===== src/rtl/gpio_bank_pkg.sv =====
package gpio_bank_pkg;

   localparam int unsigned STATE_WORDS = 7;

   // state word index equals offset[7:4] minus one
   typedef enum logic [2:0] {
      SW_DATA = 3'd0,
      SW_MASK = 3'd1,
      SW_PULL = 3'd2,
      SW_FUNC = 3'd3,
      SW_SEL  = 3'd4,
      SW_DIR  = 3'd5,
      SW_TRIG = 3'd6
   } state_word_e;

   // access kind equals offset[3:2]
   typedef enum logic [1:0] {
      ACC_LOAD = 2'd0,
      ACC_SET  = 2'd1,
      ACC_CLR  = 2'd2,
      ACC_NONE = 2'd3
   } access_e;

   typedef struct packed {
      logic        word_hit;
      state_word_e word;
      access_e     kind;
      logic        level_hit;
   } bank_dec_t;

endpackage


===== src/rtl/gpio_addr_decode.sv =====
module gpio_addr_decode
   import gpio_bank_pkg::*;
#(
   parameter int unsigned ADDR_W = 8
) (
   input  logic [ADDR_W-1:0] addr,
   output bank_dec_t         dec
);

   logic [ADDR_W-1:0] upper;
   logic [3:0]        slot;
   logic              aligned;

   initial begin
      if (ADDR_W < 8) $fatal(1, "gpio_addr_decode: ADDR_W must be at least 8");
   end

   always_comb begin
      upper   = addr >> 8;
      slot    = addr[7:4];
      aligned = (addr[1:0] == 2'b00) && (upper == '0);

      dec.word      = SW_DATA;
      dec.kind      = ACC_NONE;
      dec.word_hit  = 1'b0;
      dec.level_hit = aligned && (addr[7:0] == 8'h00);

      if (aligned && (slot >= 4'd1) && (slot <= 4'd7) && (addr[3:2] != 2'b11)) begin
         dec.word_hit = 1'b1;
         dec.word     = state_word_e'(3'(slot - 4'd1));
         dec.kind     = access_e'(addr[3:2]);
      end
   end

endmodule


===== src/rtl/gpio_state_word.sv =====
module gpio_state_word #(
   parameter int unsigned         DATA_W   = 32,
   parameter logic [DATA_W-1:0]   RST_VAL  = '0,
   parameter logic [DATA_W-1:0]   LIVE_MSK = '1
) (
   input  logic              clk,
   input  logic              rst_n,
   input  logic              ld_we,
   input  logic              set_we,
   input  logic              clr_we,
   input  logic [DATA_W-1:0] wdata,
   output logic [DATA_W-1:0] q
);

   logic [DATA_W-1:0] wmask;

   assign wmask = wdata & LIVE_MSK;

   always_ff @(posedge clk or negedge rst_n) begin
      if (!rst_n) begin
         q <= RST_VAL & LIVE_MSK;
      end else if (ld_we) begin
         q <= wmask;
      end else if (set_we) begin
         q <= q | wmask;
      end else if (clr_we) begin
         q <= q & ~wmask;
      end
   end

   // the decoder raises at most one access kind per cycle
   p_one_kind_r2: assert property (@(posedge clk) disable iff (!rst_n)
      $onehot0({ld_we, set_we, clr_we}));

   // written ones become set, prior ones stay set
   p_set_bits_r2: assert property (@(posedge clk) disable iff (!rst_n)
      set_we |=> (((q & $past(wmask)) == $past(wmask)) && ((q & $past(q)) == $past(q))));

   // written ones become clear, prior zeros stay clear
   p_clr_bits_r3: assert property (@(posedge clk) disable iff (!rst_n)
      clr_we |=> (((q & $past(wmask)) == '0) && ((q | $past(q)) == $past(q))));

   // no access leaves the word untouched
   p_idle_hold_r10: assert property (@(posedge clk) disable iff (!rst_n)
      !(ld_we || set_we || clr_we) |=> $stable(q));

   // dead bits never hold a one
   p_dead_bits_r9: assert property (@(posedge clk) disable iff (!rst_n)
      (q & ~LIVE_MSK) == '0);

endmodule


===== src/rtl/gpio_pin_sync.sv =====
module gpio_pin_sync #(
   parameter int unsigned WIDTH  = 32,
   parameter int unsigned STAGES = 2
) (
   input  logic             clk,
   input  logic             rst_n,
   input  logic [WIDTH-1:0] d,
   output logic [WIDTH-1:0] q
);

   initial begin
      if (STAGES < 2) $fatal(1, "gpio_pin_sync: STAGES must be at least 2");
   end

   logic [STAGES-1:0][WIDTH-1:0] chain;

   for (genvar s = 0; s < STAGES; s++) begin : g_stage
      if (s == 0) begin : g_first
         always_ff @(posedge clk or negedge rst_n) begin
            if (!rst_n) chain[0] <= '0;
            else        chain[0] <= d;
         end
      end else begin : g_next
         always_ff @(posedge clk or negedge rst_n) begin
            if (!rst_n) chain[s] <= '0;
            else        chain[s] <= chain[s-1];
         end
      end
   end

   assign q = chain[STAGES-1];

   // the output is the input delayed by two edges through the first stages
   p_sync_delay_r8: assert property (@(posedge clk) disable iff (!rst_n)
      ##2 (chain[1] == $past(d, 2)));

endmodule


===== src/rtl/gpio_func_map.sv =====
module gpio_func_map #(
   parameter int unsigned NUM_PINS = 32
) (
   input  logic [NUM_PINS-1:0]   fn_en,
   input  logic [NUM_PINS-1:0]   sel,
   input  logic [NUM_PINS-1:0]   trig,
   output logic [2*NUM_PINS-1:0] idx
);

   for (genvar p = 0; p < NUM_PINS; p++) begin : g_pin
      logic [1:0] code;
      always_comb begin
         if (!fn_en[p])     code = 2'd0;
         else if (!sel[p])  code = 2'd1;
         else if (!trig[p]) code = 2'd2;
         else               code = 2'd3;
      end
      assign idx[2*p +: 2] = code;

      // plain GPIO exactly when the function bit is low
      always_comb begin
         p_gpio_code_r7: assert ((code == 2'd0) == !fn_en[p]);
      end
   end

endmodule


===== src/rtl/gpio_bank_regs.sv =====
module gpio_bank_regs
   import gpio_bank_pkg::*;
#(
   parameter int unsigned NUM_PINS    = 32,
   parameter int unsigned DATA_W      = 32,
   parameter int unsigned ADDR_W      = 8,
   parameter int unsigned SYNC_STAGES = 2
) (
   input  logic                  clk,
   input  logic                  rst_n,
   input  logic [ADDR_W-1:0]     bus_addr,
   input  logic                  bus_wr,
   input  logic [DATA_W-1:0]     bus_wdata,
   input  logic                  bus_rd,
   output logic [DATA_W-1:0]     bus_rdata,
   input  logic [NUM_PINS-1:0]   pin_in,
   output logic [NUM_PINS-1:0]   pad_out,
   output logic [NUM_PINS-1:0]   pad_oe,
   output logic [NUM_PINS-1:0]   pad_pull_en,
   output logic [2*NUM_PINS-1:0] pad_func
);

   localparam logic [DATA_W-1:0] LIVE_MSK = {DATA_W{1'b1}} >> (DATA_W - NUM_PINS);

   initial begin
      if (NUM_PINS < 1 || NUM_PINS > DATA_W)
         $fatal(1, "gpio_bank_regs: NUM_PINS must be 1..DATA_W");
      if (DATA_W != 32)
         $fatal(1, "gpio_bank_regs: DATA_W must be 32");
   end

   bank_dec_t                             dec;
   logic [STATE_WORDS-1:0][DATA_W-1:0]    st_q;
   logic [NUM_PINS-1:0]                   lvl_sync;
   logic [DATA_W-1:0]                     lvl_word;
   logic [DATA_W-1:0]                     rd_next;

   gpio_addr_decode #(.ADDR_W(ADDR_W)) u_dec (
      .addr (bus_addr),
      .dec  (dec)
   );

   for (genvar w = 0; w < STATE_WORDS; w++) begin : g_word
      localparam logic [DATA_W-1:0] RST = (w == int'(SW_PULL)) ? LIVE_MSK : '0;
      logic sel_w;
      assign sel_w = bus_wr && dec.word_hit && (int'(dec.word) == w);
      gpio_state_word #(
         .DATA_W   (DATA_W),
         .RST_VAL  (RST),
         .LIVE_MSK (LIVE_MSK)
      ) u_word (
         .clk    (clk),
         .rst_n  (rst_n),
         .ld_we  (sel_w && (dec.kind == ACC_LOAD)),
         .set_we (sel_w && (dec.kind == ACC_SET)),
         .clr_we (sel_w && (dec.kind == ACC_CLR)),
         .wdata  (bus_wdata),
         .q      (st_q[w])
      );
   end

   gpio_pin_sync #(
      .WIDTH  (NUM_PINS),
      .STAGES (SYNC_STAGES)
   ) u_sync (
      .clk   (clk),
      .rst_n (rst_n),
      .d     (pin_in),
      .q     (lvl_sync)
   );

   assign lvl_word = DATA_W'(lvl_sync);

   gpio_func_map #(.NUM_PINS(NUM_PINS)) u_fmap (
      .fn_en (st_q[int'(SW_FUNC)][NUM_PINS-1:0]),
      .sel   (st_q[int'(SW_SEL)][NUM_PINS-1:0]),
      .trig  (st_q[int'(SW_TRIG)][NUM_PINS-1:0]),
      .idx   (pad_func)
   );

   assign pad_out     = st_q[int'(SW_DATA)][NUM_PINS-1:0];
   assign pad_oe      = st_q[int'(SW_DIR)][NUM_PINS-1:0];
   assign pad_pull_en = ~st_q[int'(SW_PULL)][NUM_PINS-1:0];

   always_comb begin
      if (dec.level_hit)
         rd_next = lvl_word;
      else if (dec.word_hit && dec.kind == ACC_LOAD)
         rd_next = st_q[dec.word];
      else
         rd_next = '0;
   end

   always_ff @(posedge clk or negedge rst_n) begin
      if (!rst_n)      bus_rdata <= '0;
      else if (bus_rd) bus_rdata <= rd_next;
   end

   // alias and unmapped reads return zero
   p_alias_zero_r10: assert property (@(posedge clk) disable iff (!rst_n)
      (bus_rd && !dec.level_hit && !(dec.word_hit && dec.kind == ACC_LOAD)) |=> (bus_rdata == '0));

   // read data holds between reads
   p_rd_hold_r11: assert property (@(posedge clk) disable iff (!rst_n)
      !bus_rd |=> $stable(bus_rdata));

   // no read ever shows a bit above the pin count
   p_rd_dead_r9: assert property (@(posedge clk) disable iff (!rst_n)
      (bus_rdata & ~LIVE_MSK) == '0);

   // pull-up enable and pull-disable are never both set for a pin
   p_pull_inv_r6: assert property (@(posedge clk) disable iff (!rst_n)
      (pad_pull_en & st_q[int'(SW_PULL)][NUM_PINS-1:0]) == '0);

endmodule


===== config.mk =====
export PLATFORM = sky130hd
export DESIGN_NAME = gpio_bank_regs
export DESIGN_NICKNAME = d
export VERILOG_FILES = /design/src/rtl/gpio_bank_pkg.sv /design/src/rtl/gpio_addr_decode.sv /design/src/rtl/gpio_state_word.sv /design/src/rtl/gpio_pin_sync.sv /design/src/rtl/gpio_func_map.sv /design/src/rtl/gpio_bank_regs.sv
export SDC_FILE = /design/constraint.sdc
export NUM_CORES = 1
export LEC_CHECK = 0
export BUFFER_PORTS_ARGS = -buffer_cell sky130_fd_sc_hd__buf_2
export CAP_MARGIN = 25
export CORE_AREA = 5 5 181 183
export DETAILED_ROUTE_END_ITERATION = 7
export DIE_AREA = 0 0 186 188
export PLACE_DENSITY = 0.8
export SLEW_MARGIN = 20
export SYNTH_ARGS = -nofsm -noshare
export SYNTH_HDL_FRONTEND = slang
export SYNTH_SLANG_ARGS = --single-unit

===== constraint.sdc =====
create_clock -name clk -period 3.55 [get_ports clk]
set_input_delay 0.5325 -clock clk [delete_from_list [all_inputs] [get_ports clk]]
set_output_delay 0.5325 -clock clk [all_outputs]
set_load 0.005 [all_outputs]

# Word-level counts from Yosys, hierarchy flattened
# Index checks and enable logic that the tools add are counted.
op_classes:
  n_addsub: 1
  n_lt_le_gt_ge: 3
  n_eq_ne: 9
  mux: 122
  n_bitwise: 16
  n_reduce_logical: 45
op_table:
  columns: ["op", "count"]
  rows:
  - ["32-bit two-way mux", 24]
  - ["32-bit AND", 7]
  - ["32-bit OR", 7]
  - ["2-bit two-way mux", 64]
  - ["32-bit binary-select mux with 3-bit select", 1]
  - ["32-bit inverter", 2]
  - ["1-bit logical AND", 34]
  - ["1-bit two-way mux", 32]
  - ["3-bit nonzero test", 7]
  - ["3-bit equality test, second input constant", 4]
  - ["8-bit logical NOT", 1]
  - ["3-bit by 2-bit equality test with 1-bit output, second input constant", 2]
  - ["6-bit two-way mux", 1]
  - ["4-bit by 1-bit >= comparator with 1-bit output, second input constant", 1]
  - ["4-bit by 3-bit <= comparator with 1-bit output, second input constant", 1]
  - ["2-bit logical NOT", 2]
  - ["3-bit by 4-bit less-than comparator with 1-bit output, second input constant", 1]
  - ["3-bit logical NOT", 1]
  - ["3-bit by 1-bit subtractor with 3-bit output, second input constant", 1]
  - ["2-bit by 1-bit equality test with 1-bit output, second input constant", 1]
  - ["2-bit equality test, second input constant", 1]
  - ["2-bit != test, second input constant", 1]
word_totals:
  regBits: 320
  in_bits: 76
  out_inout_bits: 192
  wordCells: 206

# Longest topological paths before layout
logic_depth:
  depth_word: 11
  ltp_mapped: 12
  ltp_nobuf: 7

# Cells and area by module
# From an unflattened synthesis, not the netlist that was laid out.
hier_totals:
  cells_unflattened: 1438
  hier_area_um2: 15466.1
modules_own_cells:
  columns: ["module", "n_inst", "cells_each", "area_per_inst_um2", "seq_area_each_um2"]
  rows:
  - ["gpio_state_word (g_word[0].u_word ...)", 6, 108, 1326.3, 800.8]
  - ["gpio_bank_regs", 1, 472, 3611.0, 800.8]
  - ["gpio_pin_sync", 1, 96, 1841.8, 1601.5]
  - ["gpio_state_word (g_word[2].u_word)", 1, 108, 1366.3, 840.8]
  - ["gpio_func_map", 1, 96, 560.5, 0.0]
  - ["gpio_addr_decode", 1, 18, 128.9, 0.0]

# Worst setup path after synthesis
# OpenSTA, ideal clock, no wires.
synth_timing:
  kind: "input to register"
  start: "input bus_addr[4]"
  end: "register with a tool-made name"
  setup_time_ps: 64
  arrival_ps: 2925
  required_time_ps: 3486
  slack_ps: 561
  path_stages: 10
  path_buffers: 4
  path_cell_list: "buf_2 inv_1 ha_1 clkbuf_1 or4_1 buf_2 nor4_4 nor3b_4 buf_6 a22o_2"
synth_rtl:
  columns: ["element", "line", "source"]
  rows:
  - ["start: declaration", "gpio_bank_regs.sv:11", "input logic [ADDR_W-1:0] bus_addr,"]

==> impl_metrics.ini <==
[yosys]
ys_async_sr_fraction_pct = 100.0
ys.warnings.count = 0
synth_top_cell_by_area = dfrtp_1
ys_types = 53
syn-num-nets = 1549
ys_top_cells_by_count = dfrtp_1 (288), o21ai_0 (246), a22o_1 (194)
synth-main-ff-cell = dfrtp_1
synth_top_area_share_pct = 47.46
netlist_top_cells_area = dfrtp_1 (47%), a22o_1 (11%), o21ai_0 (8.1%)
netlist_area_um2 = 15180
syn_avg_cell_area_um2 = 10.33
synth_most_common_cell = dfrtp_1
ys_ff_latch = 320
ys_seq_area_share_pct = 53.00
syn_inst = 1470
synth_edf_count = 0

[sta]
slew_headroom_pct = 33.43
hold_ws_ns = 0.1000
fin_crit_sh_pct = 77.57
hold_viol_final = 0
finalCriticalPeriod_ns = 2.754
worstMarginPinSlew_ns = 0.9985
skew_ns = 0.02799
finalSetupViolations = 0
max_freq_ghz = 0.3631
setup_ws_ns = 0.7963
finalSetupTns_ns = 0
rsz0062_at_grt = no
maxSlewViolCount = 0

[cells_and_area]
nets = 1776
drive_gt1_share_pct = 30.32
regArea_um2 = 8048
multi_input_comb_area_um2 = 6361
fillers = 2590
syn_to_final_growth_pct = 21.60

[grt]
grt_remaining_overflow = 0
grt_start_max_net_pins = 115
antenna_found_initial = 6
grt.total_usage_pct = 31.17
grt_pass1_wl_um = 84550
first_global_vias = 14060

[clock_network]
post_cts.repair.setup_buffers = 0
cts_hold_buf = 0
cts_sinks = 320
cts_tree = built
clk_pin_slew_ns = 0.06
clock-root-buffer = clkbuf_16
clock_path_buffers = 3
clk_latency_ns = 0.54
cts_resized = 0
cts_buffers = 36
cts.htree.levels = 2

[die]
core_area_um2 = 31070
num_rows = 65
dieArea_um2 = 34970
boundaryPins = 268
start_util_pct = 48.88
fp.dieH_um = 188
fp.dieW_um = 186

[critical_path]
worstPathMaxFanout = 32
crit_type = in2reg
start_kind = primary input
crit_start = bus_addr[4]
cp.required_ns = 3.95
endpoint_kind = register
r2r_slack_ns = 1.88
cp.arrival_ns = 3.15

[routing]
drtIter0Drc = 1823
drt-total-wl_um = 56000
drc = 0
postRouteAntennaNets = 0
vias_per_cell = 6.647
wl_per_cell_um = 26.26
first_pass_iters = 7
vias = 14170

[run]
cap_viol_max_count = 0

[placement]
place_ws_ns = 0.3877
hpwl_um = 35840
gp_congestion = 0.9558
io_buffer_count = 267

[power]
powerDensity_nw_per_um2 = 446.1
max-vdd-ir-drop_v = 0.0002874
p_leak_uw = 0.008264

[min_path]
hp-class = in2async

[run_status]
status = finished clean
==> layout by cell type (no fill, tap or decap), types with 21 or more instances in the layout <==
cell and instances:
and2_1 33, clkbuf_16 37, dfrtp_1 288, a22o_2 30, buf_4 63, o21ai_0 246, mux2_2 32, inv_1 81
buf_2 265, a21oi_1 53, a21boi_0 33, nand2_1 47, o22ai_1 47, o211ai_1 21, dfstp_2 32, nand3_1 27
a22o_1 194
==> logic make-up (layout without fill, tap and decap cells) <==
kind of cell,Yosys count,after routing,share of synthesized area [%]
compound gates,679,679,30.97
xor+xnor,2,2,0.1154
fa+ha+maj,3,3,0.2472
buf+inv,231,486,5.925
flops,320,320,53.00
mux,39,39,2.835
other cells,0,5,0
simple gates,196,196,6.905
==> worst max-delay path, cell delays in order <==
cell	delay (ns)
buf_4	0.09
inv_1	0.06
ha_2	0.44
buf_4	0.37
nand2b_2	0.21
buf_12	0.22
nor2_4	0.70
o21ai_0	0.23
a22o_1	0.24
==> metrics by stage <==
| stage | util (%) | cell area, um^2 | power, uW | instances |
|---|---|---|---|---|
| global route | 59.42 | 18460 | 8466 | 2130 |
| CTS | 59.37 | 18440 | 8232 | 2126 |
| floorplan | - | 15180 | 4083 | 1470 |
| finish | 59.43 | 18460 | 8236 | 2132 |
| detailed placement | 55.40 | 17210 | 4402 | 2060 |
| global placement | 55.40 | 17210 | 4389 | 2060 |
==> power breakdown <==
part / internal (uW) / switching (uW)
clock: 2340 / 1540
combinational: 178 / 400
sequential: 3730 / 51.3
==> metal layers <==
layer	up-vias	routed length (um)	global-route usage, %
met5	-	21	0
met4	4	2794	15.05
met3	216	6907	8.400
met2	1095	25430	47.18
met1	6924	20850	41.58
li1	5933	-	-
==> cell type report <==
| cell class | count | area share (%) |
|---|---|---|
| Tap cell | 402 | 2.724 |
| Sequential cell | 320 | 43.59 |
| Antenna cell | 5 | 0.06776 |
| Timing Repair Buffer | 339 | 10.84 |
| Clock buffer | 53 | 5.882 |
| Multi-Input combinational cell | 919 | 34.45 |
| Clock inverter | 13 | 0.7996 |
| Inverter | 81 | 1.647 |
==> final timing paths <==
check / endpoint / depth (start not counted)
max in group asynchronous: async pin / 2
hold / removal: bus_rdata[7] / 1
hold reg to reg: u_sync.q[18] / 0
setup reg to reg: bus_rdata[21] / 5
min in group clk: u_sync.chain[17] / 1
setup / recovery: register / 9
(Power assumes the default switching activity.)
